[src/rtl/rxd_pkg.sv]
package rxd_pkg;

   localparam int BYTE_W = 8;

   typedef enum logic [2:0] {
      ST_OFF,
      ST_HUNT,
      ST_START,
      ST_BITS,
      ST_STOP,
      ST_BRK,
      ST_SYNC
   } rx_state_t;

   // tolerance selector = mode[1:0] when mode[2] is set
   localparam logic [1:0] TOL_WIDE   = 2'b00;
   localparam logic [1:0] TOL_NARROW = 2'b01;
   localparam logic [1:0] TOL_NONE   = 2'b10;
   localparam logic [1:0] TOL_SYNC   = 2'b11;

   function automatic logic [3:0] data_len(input logic [2:0] f);
      return 4'd5 + {2'b00, f[2:1]};
   endfunction

   function automatic logic [3:0] frame_len(input logic [2:0] f);
      return data_len(f) + {3'b000, f[0]};
   endfunction

endpackage

[src/rtl/rxd_frame_fsm.sv]
module rxd_frame_fsm
   import rxd_pkg::*;
#(
   parameter int OVS = 8,
   parameter int MID = 4
) (
   input  logic              clk,
   input  logic              rst_n,
   input  logic              samp_en,
   input  logic              rx_line,
   input  logic [2:0]        mode,
   input  logic [2:0]        fmt,
   output logic              restart_o,
   output logic              dv_o,
   output logic [BYTE_W-1:0] byte_o,
   output logic              miss_o,
   output logic              brk_o,
   output logic              even_o
);

   localparam int PH_W = (OVS > 2) ? $clog2(OVS) : 1;
   localparam logic [PH_W-1:0] PH_MID  = PH_W'(MID - 1);
   localparam logic [PH_W-1:0] PH_FULL = PH_W'(OVS - 1);
   localparam logic [PH_W-1:0] PH_ONE  = PH_W'(1);

   rx_state_t          st;
   logic [PH_W-1:0]    ph;
   logic [3:0]         bcnt;
   logic [BYTE_W-1:0]  sh;
   logic [BYTE_W-1:0]  aligned;
   logic [BYTE_W-1:0]  sync_byte;
   logic               pbit;
   logic               ones;
   logic               armed;
   logic [2:0]         mode_q;
   logic               restart;
   logic [3:0]         nd;
   logic [3:0]         nf;

   assign restart   = (mode != mode_q);
   assign restart_o = restart;
   assign nd        = data_len(fmt);
   assign nf        = frame_len(fmt);
   assign aligned   = sh >> (4'd8 - nd);
   assign sync_byte = {rx_line, sh[BYTE_W-1:1]};

   always_ff @(posedge clk or negedge rst_n) begin
      if (!rst_n) begin
         st     <= ST_OFF;
         ph     <= '0;
         bcnt   <= '0;
         sh     <= '0;
         pbit   <= 1'b0;
         ones   <= 1'b0;
         armed  <= 1'b0;
         mode_q <= 3'b000;
         dv_o   <= 1'b0;
         byte_o <= '0;
         miss_o <= 1'b0;
         brk_o  <= 1'b0;
         even_o <= 1'b0;
      end else begin
         dv_o   <= 1'b0;
         mode_q <= mode;
         if (restart) begin
            armed <= 1'b0;
            bcnt  <= '0;
            ph    <= PH_MID;
            if (!mode[2])              st <= ST_OFF;
            else if (mode[1:0] == TOL_SYNC) st <= ST_SYNC;
            else                       st <= ST_HUNT;
         end else if (samp_en) begin
            case (st)
               ST_HUNT: begin
                  if (rx_line) armed <= 1'b1;
                  else if (armed) begin
                     st <= ST_START;
                     ph <= PH_MID;
                  end
               end
               ST_START: begin
                  if (ph != '0) ph <= ph - PH_ONE;
                  else if (rx_line) begin
                     st    <= ST_HUNT;
                     armed <= 1'b1;
                  end else begin
                     st   <= ST_BITS;
                     ph   <= PH_FULL;
                     bcnt <= '0;
                     ones <= 1'b0;
                  end
               end
               ST_BITS: begin
                  if (ph != '0) ph <= ph - PH_ONE;
                  else begin
                     ph   <= PH_FULL;
                     ones <= ones | rx_line;
                     if (bcnt < nd) sh <= sync_byte;
                     else           pbit <= rx_line;
                     bcnt <= bcnt + 4'd1;
                     if (bcnt == nf - 4'd1) st <= ST_STOP;
                  end
               end
               ST_STOP: begin
                  if (ph != '0) ph <= ph - PH_ONE;
                  else begin
                     dv_o   <= 1'b1;
                     byte_o <= aligned;
                     even_o <= ~(^aligned ^ (fmt[0] & pbit));
                     miss_o <= !rx_line && ones;
                     brk_o  <= !rx_line && !ones;
                     bcnt   <= '0;
                     ones   <= 1'b0;
                     if (rx_line) begin
                        st    <= ST_HUNT;
                        armed <= 1'b1;
                     end else if (!ones) begin
                        st <= ST_BRK;
                     end else begin
                        st <= ST_BITS;
                        ph <= PH_FULL;
                     end
                  end
               end
               ST_BRK: begin
                  if (rx_line) begin
                     st    <= ST_HUNT;
                     armed <= 1'b1;
                  end
               end
               ST_SYNC: begin
                  if (ph != '0) ph <= ph - PH_ONE;
                  else begin
                     ph <= PH_FULL;
                     sh <= sync_byte;
                     if (bcnt == 4'd7) begin
                        bcnt   <= '0;
                        dv_o   <= 1'b1;
                        byte_o <= sync_byte;
                        even_o <= ~(^sync_byte);
                        miss_o <= 1'b0;
                        brk_o  <= 1'b0;
                     end else begin
                        bcnt <= bcnt + 4'd1;
                     end
                  end
               end
               default: ;
            endcase
         end
      end
   end

   // a delivery is a single-cycle event
   a_r9_single_pulse: assert property (@(posedge clk) disable iff (!rst_n)
      dv_o |=> !dv_o);

   // a start that is high at mid-bit falls back to hunting
   a_r3_glitch_rejected: assert property (@(posedge clk) disable iff (!rst_n)
      (st == ST_START && samp_en && ph == '0 && rx_line && !restart) |=> (st == ST_HUNT));

   // a receiver that stays off delivers nothing
   a_r7_quiet_when_off: assert property (@(posedge clk) disable iff (!rst_n)
      (!mode[2] && !mode_q[2]) |=> !dv_o);

   // after a break the engine waits while the line stays low
   a_r5_break_waits_high: assert property (@(posedge clk) disable iff (!rst_n)
      (st == ST_BRK && !rx_line && !restart) |=> (st == ST_BRK));

endmodule

[src/rtl/rxd_stop_budget.sv]
module rxd_stop_budget
   import rxd_pkg::*;
#(
   parameter int WIN_WIDE   = 8,
   parameter int WIN_NARROW = 16
) (
   input  logic       clk,
   input  logic       rst_n,
   input  logic       restart,
   input  logic       dv,
   input  logic       miss,
   input  logic [1:0] tol,
   output logic       accept
);

   localparam int WMAX = (WIN_WIDE > WIN_NARROW) ? WIN_WIDE : WIN_NARROW;
   localparam int CW   = $clog2(WMAX + 1);

   logic [CW-1:0] since;
   logic [CW-1:0] need;
   logic          tol_on;

   assign need   = (tol == TOL_WIDE) ? CW'(WIN_WIDE) : CW'(WIN_NARROW);
   assign tol_on = (tol == TOL_WIDE) || (tol == TOL_NARROW);
   assign accept = dv && miss && tol_on && (since >= need);

   always_ff @(posedge clk or negedge rst_n) begin
      if (!rst_n)                       since <= CW'(WMAX);
      else if (restart)                 since <= CW'(WMAX);
      else if (dv) begin
         if (accept)                    since <= CW'(1);
         else if (since != CW'(WMAX))   since <= since + CW'(1);
      end
   end

   // two accepted misses are never closer than the narrower window
   a_r6_no_back_to_back: assert property (@(posedge clk) disable iff (!rst_n)
      (accept && !restart) |=> !accept);

endmodule

[src/rtl/rxd_hold_reg.sv]
module rxd_hold_reg
   import rxd_pkg::*;
(
   input  logic              clk,
   input  logic              rst_n,
   input  logic              dv,
   input  logic [BYTE_W-1:0] byte_i,
   input  logic              ferr_i,
   input  logic              even_i,
   input  logic              rd,
   output logic [BYTE_W-1:0] data_o,
   output logic              ferr_o,
   output logic              par_o,
   output logic              rdy_o,
   output logic              ovf_o
);

   logic unread;

   always_ff @(posedge clk or negedge rst_n) begin
      if (!rst_n) begin
         data_o <= '0;
         ferr_o <= 1'b0;
         par_o  <= 1'b0;
         rdy_o  <= 1'b0;
         ovf_o  <= 1'b0;
         unread <= 1'b0;
      end else begin
         rdy_o <= dv;
         if (dv) begin
            data_o <= byte_i;
            ferr_o <= ferr_i;
            par_o  <= even_i;
            unread <= 1'b1;
            if (rd)          ovf_o <= 1'b0;
            else if (unread) ovf_o <= 1'b1;
         end else if (rd) begin
            unread <= 1'b0;
            ovf_o  <= 1'b0;
         end
      end
   end

   // a read strobe always leaves overflow clear
   a_r10_read_clears: assert property (@(posedge clk) disable iff (!rst_n)
      rd |=> !ovf_o);

   // overflow only rises when an unread byte is replaced
   a_r10_rise_needs_unread: assert property (@(posedge clk) disable iff (!rst_n)
      $rose(ovf_o) |-> $past(unread));

endmodule

[src/rtl/rxd_deframer.sv]
module rxd_deframer
   import rxd_pkg::*;
#(
   parameter int OVS        = 8,
   parameter int MID_SAMPLE = 4,
   parameter int WIN_WIDE   = 8,
   parameter int WIN_NARROW = 16
) (
   input  logic              clk,
   input  logic              rst_n,
   input  logic              samp_en,
   input  logic              rx_line,
   input  logic [2:0]        rx_mode,
   input  logic [2:0]        rx_fmt,
   input  logic              rd_strb,
   output logic [BYTE_W-1:0] data_out,
   output logic              data_rdy,
   output logic              overflow,
   output logic              frm_err,
   output logic              par_even
);

   generate
      if (OVS < 4) begin : g_bad_ovs
         $error("rxd_deframer: OVS must be at least 4");
      end
      if (MID_SAMPLE < 1 || MID_SAMPLE >= OVS) begin : g_bad_mid
         $error("rxd_deframer: MID_SAMPLE must lie inside one bit period");
      end
      if (WIN_WIDE < 1 || WIN_NARROW < 1) begin : g_bad_win
         $error("rxd_deframer: tolerance windows must be positive");
      end
   endgenerate

   logic              restart;
   logic              dv;
   logic [BYTE_W-1:0] byte_w;
   logic              miss;
   logic              brk;
   logic              even;
   logic              accept;
   logic              ferr;

   rxd_frame_fsm #(.OVS(OVS), .MID(MID_SAMPLE)) u_fsm (
      .clk       (clk),
      .rst_n     (rst_n),
      .samp_en   (samp_en),
      .rx_line   (rx_line),
      .mode      (rx_mode),
      .fmt       (rx_fmt),
      .restart_o (restart),
      .dv_o      (dv),
      .byte_o    (byte_w),
      .miss_o    (miss),
      .brk_o     (brk),
      .even_o    (even)
   );

   rxd_stop_budget #(.WIN_WIDE(WIN_WIDE), .WIN_NARROW(WIN_NARROW)) u_budget (
      .clk     (clk),
      .rst_n   (rst_n),
      .restart (restart),
      .dv      (dv),
      .miss    (miss),
      .tol     (rx_mode[1:0]),
      .accept  (accept)
   );

   assign ferr = brk | (miss & ~accept);

   rxd_hold_reg u_hold (
      .clk    (clk),
      .rst_n  (rst_n),
      .dv     (dv),
      .byte_i (byte_w),
      .ferr_i (ferr),
      .even_i (even),
      .rd     (rd_strb),
      .data_o (data_out),
      .ferr_o (frm_err),
      .par_o  (par_even),
      .rdy_o  (data_rdy),
      .ovf_o  (overflow)
   );

   // a break always reaches the framing-error output
   a_r5_break_is_error: assert property (@(posedge clk) disable iff (!rst_n)
      (dv && brk) |=> frm_err);

   // each delivery shows up as data-ready one edge later
   a_r9_ready_follows: assert property (@(posedge clk) disable iff (!rst_n)
      dv |=> data_rdy);

endmodule

[config.mk]
export PLATFORM = sky130hd
export DESIGN_NAME = rxd_deframer
export DESIGN_NICKNAME = d
export VERILOG_FILES = /design/src/rtl/rxd_pkg.sv /design/src/rtl/rxd_frame_fsm.sv /design/src/rtl/rxd_stop_budget.sv /design/src/rtl/rxd_hold_reg.sv /design/src/rtl/rxd_deframer.sv
export SDC_FILE = /design/constraint.sdc
export NUM_CORES = 1
export LEC_CHECK = 0
export BUFFER_PORTS_ARGS = -buffer_cell sky130_fd_sc_hd__buf_2
export CAP_MARGIN = 20
export CORE_MARGIN = 8
export CORE_UTILIZATION = 45
export DETAILED_ROUTE_END_ITERATION = 12
export SYNTH_ARGS = -nofsm -noshare
export SYNTH_HDL_FRONTEND = slang
export SYNTH_HIERARCHICAL = 1
export SYNTH_SLANG_ARGS = --single-unit
[constraint.sdc]
create_clock -name clk -period 3.1 [get_ports clk]
set_input_delay 0.465 -clock clk [delete_from_list [all_inputs] [get_ports clk]]
set_output_delay 0.465 -clock clk [all_outputs]
set_load 0.05 [all_outputs]
-- After elaboration in Yosys (flattened, before gate mapping)
Cells that the tools add are included.
- bits in registers: 54
- bits in latches: 0
- RAM bits: 0
- bits in read-only memories: 0
- input bits: 11
- word-level logic and storage cells: 189
- memories kept: 0
- add/sub/neg operators: 7
- multipliers: 0
- div/mod/pow operators: 0
- order comparisons: 2
- equality and inequality tests: 32
- shift-type cells: 1
- mux-type cells: 79
- bitwise gates (word level): 11
- reduce and logical (&&, ||, !) cells: 37
- operators by type and width (cell ; number):
    $mux 3 ; 23
    $mux 8 ; 6
    $mux 4 ; 8
    $pmux 8 s2 ; 2
    $mux 1 ; 25
    $mux 5 ; 5
    $ne 3x3->1 const B ; 8
    $reduce_and 7->1 ; 3
    $pmux 4 s4 ; 1
    $reduce_xor 8->1 ; 2
    $pmux 3 s5 ; 1
    $pmux 3 s4 ; 1
    $reduce_and 6->1 ; 2
    $reduce_bool 2->1 ; 6
    $reduce_bool 3->1 ; 4
    $ne 2x2->1 const B ; 5
    $pmux 1 s2 ; 5
    $reduce_bool 5->1 ; 2
    $eq 3x3->1 const B ; 3
    $reduce_and 9->1 ; 1
    $ne 4x3->1 const B ; 2
    $shr 8x4->8 ; 1
    $eq 3x2->1 const B ; 2
    $ne 3x2->1 const B ; 2
    other kinds (33) ; 49

-- Logic depth before layout (Yosys ltp)
Gate-level depths: netlist of run 1.
- word-level depth: 9
- depth in mapped cells: 10
- depth with buffers taken out: 9

-- By module
Netlist of run 1, hierarchy kept.
- modules (own cells, without submodules) (module ; times used ; cells each ; area each (um^2) ; sequential area each (um^2)):
    rxd_frame_fsm ; 1 ; 241 ; 2419.8 ; 900.9
    rxd_hold_reg ; 1 ; 28 ; 500.5 ; 325.3
    rxd_stop_budget ; 1 ; 33 ; 346.6 ; 126.4
    rxd_deframer ; 1 ; 2 ; 11.3 ; 0.0

-- Worst setup path after synthesis of run 1
Ideal clock, no wire load.
- path kind: input to register
- start: input rx_fmt[1]
- end: register u_fsm.st[1]
- arrival time: 2.311 ns
- setup slack: 0.668 ns
- cell stages on the path: 10
- cell sequence: ha_1 buf_6 inv_1 ha_1 xnor2_1 a2111oi_0 o211a_1 o211a_1 a21oi_1 o22a_1
- word-level cells in the longest chain between the ends: 6
- ends and longest elaborated chain (element ; line ; RTL):
    from (decl) ; rxd_deframer.sv:14 ; input logic [2:0] rx_fmt,
    $add 3x2->4 ; rxd_pkg.sv:22 ; return 4'd5 + {2'b00, f[2:1]};
    $add 4x1->4 ; rxd_pkg.sv:26 ; return data_len(f) + {3'b000, f[0]};
    $sub 4x1->4 ; rxd_frame_fsm.sv:101 ; if (bcnt == nf - 4'd1) st <= ST_STOP;
    $eq 4x4->1 ; rxd_frame_fsm.sv:101 ;
    $ne 3x2->1 (no source line) ; -- ;
    $reduce_and 9->1 (no source line) ; -- ;
    to (signal assigned) ; rxd_frame_fsm.sv:101 ;
    to (signal assigned) ; rxd_frame_fsm.sv:115 ; st <= ST_HUNT;
    to (signal assigned) ; rxd_frame_fsm.sv:118 ; st <= ST_BRK;
    to (decl) ; rxd_frame_fsm.sv:26 ; rx_state_t st;
No other way between the ends.
A chain may end at the register's enable or synchronous reset.

-- Worst setup path in the final report of run 1
- start: input rx_fmt[1]
- end: register u_fsm.st[2]
Same word-level chain as after synthesis.

==> results of run 1 <==
[power breakdown]
group / leakage [nW] / internal, mW / switching, mW
Clock: 0.0554 / 0.243 / 0.224
Combinational: 0.887 / 0.0608 / 0.0870
Sequential: 0.731 / 0.711 / 0.0218
[layout make-up]
| type | instances | area share |
|---|---|---|
| inverter | 17 | 0.0180 |
| timing repair buffer | 25 | 0.0375 |
| clock buffer | 6 | 0.0205 |
| sequential | 54 | 0.382 |
| multi-input combinational | 218 | 0.496 |
| tap | 99 | 0.0350 |
| clock inverter | 2 | 0.0110 |
[metal layers]
metal | GRT usage | routed length (um)
met1 | 0.187 | 3230
met2 | 0.201 | 2740
met3 | 0.0289 | 307
met4 | 0.0309 | 35
met5 | 0 | 0
[through the flow]
stage                     hold slack, ps  power (mW)
after CTS                            312        1.37
after global routing                 311        1.41
final                                279        1.35
after global placement               472       0.894
after detailed placement             477       0.895
after floorplan                      169       0.850
[cells in the mapped netlist, drive strengths merged (5+ instances only)]
cell type,count
mux2i,7
dfrtp,53
buf,13
nor3b,5
nor2b,6
o21ai,24
nand2b,8
a21oi,15
mux4,5
and3,6
nand3,8
nor2,11
xnor2,18
nand2,25
ha,11
inv,17
mux2,19
[critical path, cell delays in order]
cell,delay [ps]
buf_2,240
ha_1,290
inv_1,110
ha_1,250
xnor2_1,120
a2111oi_0,420
o211a_1,220
o211a_1,200
a31oi_1,100
o22a_1,180
[final timing paths]
check / endpoint / cells after the start / from
max: u_fsm/st[2] / 10 / rx_fmt[1]
min: u_hold/ovf_o / 2 / rst_n
max reg2reg: u_fsm/sh[7] / 6 / u_fsm/ph[0]
min reg2reg: u_fsm/byte_o[3] / 2 / u_fsm/byte_o[3]
max in group asynchronous: u_fsm/bcnt[3] / 2 / rst_n
min in group clk: u_hold/ovf_o / 2 / rd_strb
[cell families after synthesis]
logic type	Yosys count	share of synthesized area
XOR/XNOR	21	0.0649
multiplexers	31	0.134
AND/OR/NAND/NOR	79	0.129
buffers and inverters	32	0.0523
AO/OA/AOI/OAI	76	0.166
flip-flops	54	0.413
adder cells (fa/ha/maj)	11	0.0420
[state kept, by name, indices dropped and copies added (netlist names), 3 cells and up]
name and flops:
u_fsm/sh 8, u_fsm/byte_o 8, u_fsm/mode_q 3, u_fsm/ph 3, u_hold/data_o 8, u_fsm/bcnt 4, u_fsm/st 3, u_budget/since 5
==> out/metrics.cfg, run 1 <==
[run_status]
status = finished clean

[yosys]
synth_edf_count = 0
synth_seq_area_share = 0.413
yosys_warnings = 6
ys_types = 64
async_flop_share = 1.00
synth_top_area_frac = 0.405
ys.flop_type = dfrtp_1
synth_area_um2 = 3280
synth.area.top_cells = dfrtp_1 40%, xnor2_1 4.3%, ha_1 4.2%, mux2_4 3.7%, nand2_1 2.7%
syn_nets = 326
synth-seq-cells = 54
netlist_instances = 304
yosysTopAreaCell = dfrtp_1
synth_area_per_cell_um2 = 10.8

[drt]
drt-vias-per-instance = 5.45
route.detailed.drc = 0
ant_nets = 0
route.vias.total = 2294
drt_iter0_drc = 116
routedWlPerCell_um = 15.0
dr.pass1.iters = 4
routed_wl_um = 6310

[sta]
timing.final.ws_setup_ps = 675
relSlewSlack = 0.483
period_minus_slack_ps = 2420
max_freq_ghz = 0.412
setup_tns_ps = 0
timing.final.crit_share = 0.782
rsz0062_at_grt = no
skew_ps = 6.79
setup_viol = 0
drv_slew = 0
worstMarginPinSlew_ps = 775
finalHoldViolCount = 0

[finish]
final_common_cell = dfrtp_1
final_area_um2 = 3540
nets = 343
antenna_cells = 0
final_layout_size_suffix_gt1_frac = 0.205
multi_input_area_um2 = 1750
register_area_um2 = 1350
synthToLayoutAreaGrowth_pct = 7.94
final_util = 0.496
most-common-layout-cells = 53 x dfrtp_1, 24 x nand2_1, 22 x buf_2, 16 x xnor2_1
fill_cells = 695
layout.cells.non_filler = 421

[grt]
grt_usage = 0.133
overflow = 0
grt_pass1_wl_um = 11000
antenna_found_initial = 0
grt_max_degree = 55
grt_pass1_vias = 2234

[floorplan]
die-area_um2 = 10300
start_util = 0.459
die_w_um = 101
rows = 31
die_y_um = 101
core_area_um2 = 7140
io_pins = 23

[clock_network]
cts_tree = built
ctsLongestPathBuffers = 2
htreeDepth = 2
clock-root-buffer = clkbuf_8
clkSinkCount = 54
cts_buffers = 5
clk_pin_slew_worst_paths_ps = 90
cts_hold_buf = 0
cts_setup_buffers = 0
cts_resized = 0
clk_latency_ps = 300

[placement]
post-place-ws_ps = 432
portBuffers = 22
placed_area_um2 = 3430
placed_cells = 413
globalplace.congestion = 0.813
detailed_place_hpwl_um = 4540

[pwr]
peakVddDrop_mv = 0.184
p_per_area_nw_per_um2 = 381
p_leak_nw = 1.67

[setup_path]
start_kind = primary input
crit_required_ps = 3290
crit_fanout = 14
rrSetupSlack_ps = 960
setup.worst_path.end_class = flop
arrival_ps = 2620
crit_type = in2reg

[worst_hold_path]
hold_path.class = in2async

[job]
cap_violations = 0

No activity file was read; power rests on OpenSTA's default activity.
==> run 2: changes to the inputs <==
==> constraint.sdc (replaced) <==
create_clock -name clk -period 2.05 [get_ports clk]
set_input_delay 0.3075 -clock clk [delete_from_list [all_inputs] [get_ports clk]]
set_output_delay 0.3075 -clock clk [all_outputs]
set_load 0.05 [all_outputs]
==> run 2 against run 1 <==
Effect of this change: combinational power rose by 88%; register-to-register slack got worse by 850 ps; sequential cell count did not move; design area rose by 7.0%; clock-buffer cell count did not move; setup slack got worse by 570 ps; clock power rose by 53%; die area did not move; critical path depth did not move; critical endpoint is now u_fsm/sh[6]; routed wire length rose by 3.3%.
==> out/metrics.cfg, run 2 (synthesized netlist as in run 1, its figures left out) <==
[run_status]
status = finished clean

[clock_network]
htreeDepth = 2
cts_setup_buffers = 0
ctsLongestPathBuffers = 2
clock-root-buffer = clkbuf_8
cts_buffers = 5
cts_tree = built
clk_pin_slew_worst_paths_ps = 100
clkSinkCount = 54
clk_latency_ps = 310

[floorplan]
die_w_um = 101
rows = 31
die_y_um = 101
io_pins = 23
core_area_um2 = 7140
start_util = 0.459
die-area_um2 = 10300

[grt]
overflow = 0
antenna_found_initial = 0
grt_pass1_wl_um = 11400
grt_usage = 0.136
grt_max_degree = 22
grt_pass1_vias = 2343

[drt]
routed_wl_um = 6520
route.detailed.drc = 0
drt_iter0_drc = 139
route.vias.total = 2388
dr.pass1.iters = 7
routedWlPerCell_um = 14.8
drt-vias-per-instance = 5.44
ant_nets = 0

[setup_path]
slowest_delay_ps = 390
r2r-start = u_fsm/sh[3]
start_kind = primary input
slowest_stage = mux2_2
crit_type = in2reg
startpoint = rx_fmt[1]
crit_required_ps = 2250
crit_family = compound AO/OA/AOI/OAI gates
rrSetupSlack_ps = 110
crit_fanout = 8
path_buf_inv = 2
cp.depth = 10
crit_top_cell = ha_4
arrival_ps = 2140
rr_worst_depth = 6
cp_cell_sequence = buf_2, ha_4, inv_6, ha_4, o21a_1, o21ai_1, nand2b_1, a21oi_2, o2111ai_4, mux2_2
setup.worst_path.end_class = flop

[placement]
portBuffers = 22
placed_area_um2 = 3620
globalplace.congestion = 0.808
detailed_place_hpwl_um = 4820

[pwr]
p_per_area_nw_per_um2 = 554
peakVddDrop_mv = 0.363
p_leak_nw = 1.75

[finish]
synthToLayoutAreaGrowth_pct = 15.5
final_common_cell = dfrtp_1
reg.largest.list = u_fsm/byte_o x8, u_fsm/sh x8, u_hold/data_o x8
final_layout_size_suffix_gt1_frac = 0.291
nets = 361
antenna_cells = 0
most-common-layout-cells = 52 x dfrtp_1, 24 x nand2_1, 22 x buf_2, 20 x buf_4, 16 x xnor2_1
final_area_um2 = 3790

[worst_hold_path]
hold_start = rd_strb
hold_path.class = in2reg
whs_path_depth = 2

[sta]
rsz0062_at_grt = no
finalHoldViolCount = 0
setup_tns_ps = 0
max_freq_ghz = 0.515
setup_viol = 0
relSlewSlack = 0.683
skew_ps = 11.8
worstMarginPinSlew_ps = 475
timing.final.crit_share = 0.948
drv_slew = 0
period_minus_slack_ps = 1940

[job]
cap_violations = 0

## run 2: cell types whose count changed in the layout (fill, tap and decap cells not counted), sizes merged
cell	before	now
buf	25	42
clkinv	1	0
clkinvlp	0	1
dlygate4sd3	0	1
## run 2: power by group
part / total [mW] / leakage (nW) / internal [mW] / switching, mW
sequential: 1.11 / 0.729 / 1.08 / 0.0295
clock: 0.713 / 0.0514 / 0.365 / 0.348
combinational: 0.278 / 0.968 / 0.119 / 0.160
## run 2: per-layer routing
| metal | vias to the layer above | GRT usage | part of all wire |
|---|---|---|---|
| li1 | 1159 | - | - |
| met1 | 1188 | 0.191 | 0.50 |
| met2 | 39 | 0.208 | 0.45 |
| met3 | 2 | 0.0268 | 0.043 |
| met4 | 0 | 0.0355 | 0.0052 |
| met5 | - | 0 | 0 |
## run 2: timing repair
item                                    in CTS  in global routing
endpoints found under the setup margin       0                 22
resized for setup                            0                 12
endpoints found under the hold margin       19                  0
hold buffers                                 1                  0
## run 2: cell type report
cell class / count / area [um^2]
Clock buffer: 6 / 72.6
Clock inverter: 2 / 37.5
Fill cell: 657 / 3350
Inverter: 17 / 68.8
Multi-Input combinational cell: 218 / 1860
Sequential cell: 54 / 1350
Tap cell: 99 / 124
Timing Repair Buffer: 43 / 270
## run 2: worst paths after layout
path,end
max,u_fsm/sh[6]
min,u_hold/ovf_o
max reg2reg,u_fsm/even_o
min reg2reg,u_hold/unread
max in group asynchronous,u_budget/since[4]
min in group asynchronous,u_fsm/byte_o[0]
## run 2: stage by stage
step                      hold slack [ps]  std cells  power, mW  utilization  setup WS [ps]
after floorplan                      11.9        304       1.30            -          -33.2
after global placement                287        430       1.38        0.508           -222
after detailed placement              293        430       1.39        0.508           -241
after CTS                             149        439       2.13        0.525           39.0
after global routing                  147        439       2.20        0.531           8.55
final                                 165        439       2.10        0.531            108
==> run 3: changes to the inputs <==
--- a/config.mk
+++ b/config.mk
@@ -8,7 +8,7 @@
 export BUFFER_PORTS_ARGS = -buffer_cell sky130_fd_sc_hd__buf_2
 export CAP_MARGIN = 20
 export CORE_MARGIN = 8
-export CORE_UTILIZATION = 45
+export CORE_UTILIZATION = 25
 export DETAILED_ROUTE_END_ITERATION = 12
 export SYNTH_ARGS = -nofsm -noshare
 export SYNTH_HDL_FRONTEND = slang
==> run 3 against run 2 <==
Effect of this change: first-iteration DRC count rose by 12%; cell count rose by 18%; largest cell class unchanged; core utilization fell by 23 points; critical endpoint is now u_fsm/sh[3]; critical path type unchanged.
==> out/metrics.cfg, run 3 (synthesized netlist as in run 1, its figures left out) <==
[run_status]
status = finished clean

[grt]
grt_max_degree = 51
grt_pass1_wl_um = 12100
grt_pass1_vias = 2410
overflow = 0
grt_usage = 0.0877
antenna_found_initial = 0

[clock_network]
cts_tree = built
ctsLongestPathBuffers = 2
clk_pin_slew_worst_paths_ps = 70
cts_setup_buffers = 0
htreeDepth = 2
cts_buffers = 5
clkSinkCount = 54
clk_latency_ps = 290
clock-root-buffer = clkbuf_16

[sta]
relSlewSlack = 0.713
timing.final.crit_share = 0.950
finalHoldViolCount = 0
drv_slew = 0
skew_ps = 4.94
setup_tns_ps = 0
setup_viol = 0
rsz0062_at_grt = yes
max_freq_ghz = 0.514
hold_slack_ps = 174
worstMarginPinSlew_ps = 430
period_minus_slack_ps = 1950

[setup_path]
start_kind = primary input
slowest_stage = mux2_2
arrival_ps = 2130
crit_family = compound AO/OA/AOI/OAI gates
crit_required_ps = 2230
path_buf_inv = 2
crit_top_cell = ha_4
crit_type = in2reg
crit_fanout = 8
cp_cell_sequence = buf_2, ha_4, inv_6, ha_4, o21a_1, o21ai_1, nand2b_1, a21oi_2, o2111ai_4, mux2_2
setup.worst_path.end_class = flop
slowest_delay_ps = 380

[drt]
routedWlPerCell_um = 13.5
route.detailed.drc = 0
drt_iter0_drc = 155
ant_nets = 0
dr.pass1.iters = 4
drt-vias-per-instance = 4.59
route.vias.total = 2367
routed_wl_um = 6970

[placement]
placed_area_um2 = 3730
globalplace.congestion = 0.823
portBuffers = 22
detailed_place_hpwl_um = 5230

[pwr]
seqPwrFrac = 0.469
power_mw = 2.35
p_leak_nw = 1.79
internal_power_mw = 1.78
peakVddDrop_mv = 0.272
swShare = 0.245
net-switching-power_uw = 576
clkPwrFrac = 0.411
comb_power_share = 0.120
p_per_area_nw_per_um2 = 599

[finish]
fill_cells = 1386
most-common-layout-cells = 52 x dfrtp_1, 24 x nand2_1, 22 x buf_2, 19 x buf_4, 16 x xnor2_1
antenna_cells = 0
synthToLayoutAreaGrowth_pct = 19.7
final_layout_size_suffix_gt1_frac = 0.285
final_util = 0.301
nets = 361
final_area_um2 = 3930
reg.largest.list = u_fsm/byte_o x8, u_fsm/sh x8, u_hold/data_o x8
final_common_cell = dfrtp_1

[floorplan]
rows = 42
io_pins = 23
die-area_um2 = 17000
start_util = 0.252
die_y_um = 131
core_area_um2 = 13000
die_w_um = 131

[worst_hold_path]
hold_path.class = in2reg

[job]
cap_violations = 0

[run 3: path summary, 6_finish.rpt]
path | to | depth (start not counted) | from | slack, ps
max | u_fsm/sh[3] | 10 | rx_fmt[1] | 100
min | u_fsm/mode_q[2] | 1 | rx_mode[2] | 170
max reg2reg | u_fsm/even_o | 7 | u_fsm/sh[5] | 130
min reg2reg | u_fsm/byte_o[0] | 2 | u_fsm/byte_o[0] | 480
max in group asynchronous | u_budget/since[4] | 3 | rst_n | 1150
min in group asynchronous | u_hold/data_o[3] | 2 | rst_n | 370
[run 3: what timing repair did]
| action | CTS | global route |
|---|---|---|
| setup endpoints to repair | 0 | 18 |
| hold endpoints to repair | 4 | 0 |
| hold buffers | 1 | 0 |
| gates resized for setup | 0 | 8 |
[run 3: stage by stage]
| step | setup slack [ps] | std cells |
|---|---|---|
| CTS | 29.4 | 516 |
| finish | 103 | 516 |
| global placement | -230 | 507 |
| floorplan | -33.2 | 304 |
| global route | -2.80 | 516 |
| detailed placement | -251 | 507 |
[run 3: cell type report]
| cell class | count | area [um^2] | share of cell area |
|---|---|---|---|
| multi-input combinational | 218 | 1830 | 0.467 |
| sequential | 54 | 1350 | 0.345 |
| timing repair buffer | 43 | 283 | 0.0720 |
| tap | 176 | 220 | 0.0561 |
| clock buffer | 6 | 129 | 0.0328 |
| inverter | 17 | 68.8 | 0.0175 |
| clock inverter | 2 | 37.5 | 0.00956 |
[run 3: layer usage]
metal | up-vias | global-route usage | part of all wire
met2 | 33 | 0.140 | 0.47
met4 | 0 | 0.0344 | 0.015
li1 | 1164 | - | -
met3 | 5 | 0.00974 | 0.021
met1 | 1165 | 0.119 | 0.49
met5 | - | 0 | 0
[run 3: power by group through the flow]
stage / Sequential [mW] / Combinational (mW) / Clock [mW]
floorplan: 1.10 / 0.194 / 0
global placement: 1.12 / 0.272 / 0
detailed placement: 1.12 / 0.278 / 0
CTS: 1.10 / 0.280 / 1.00
global route: 1.10 / 0.315 / 1.04
finish: 1.10 / 0.282 / 0.967
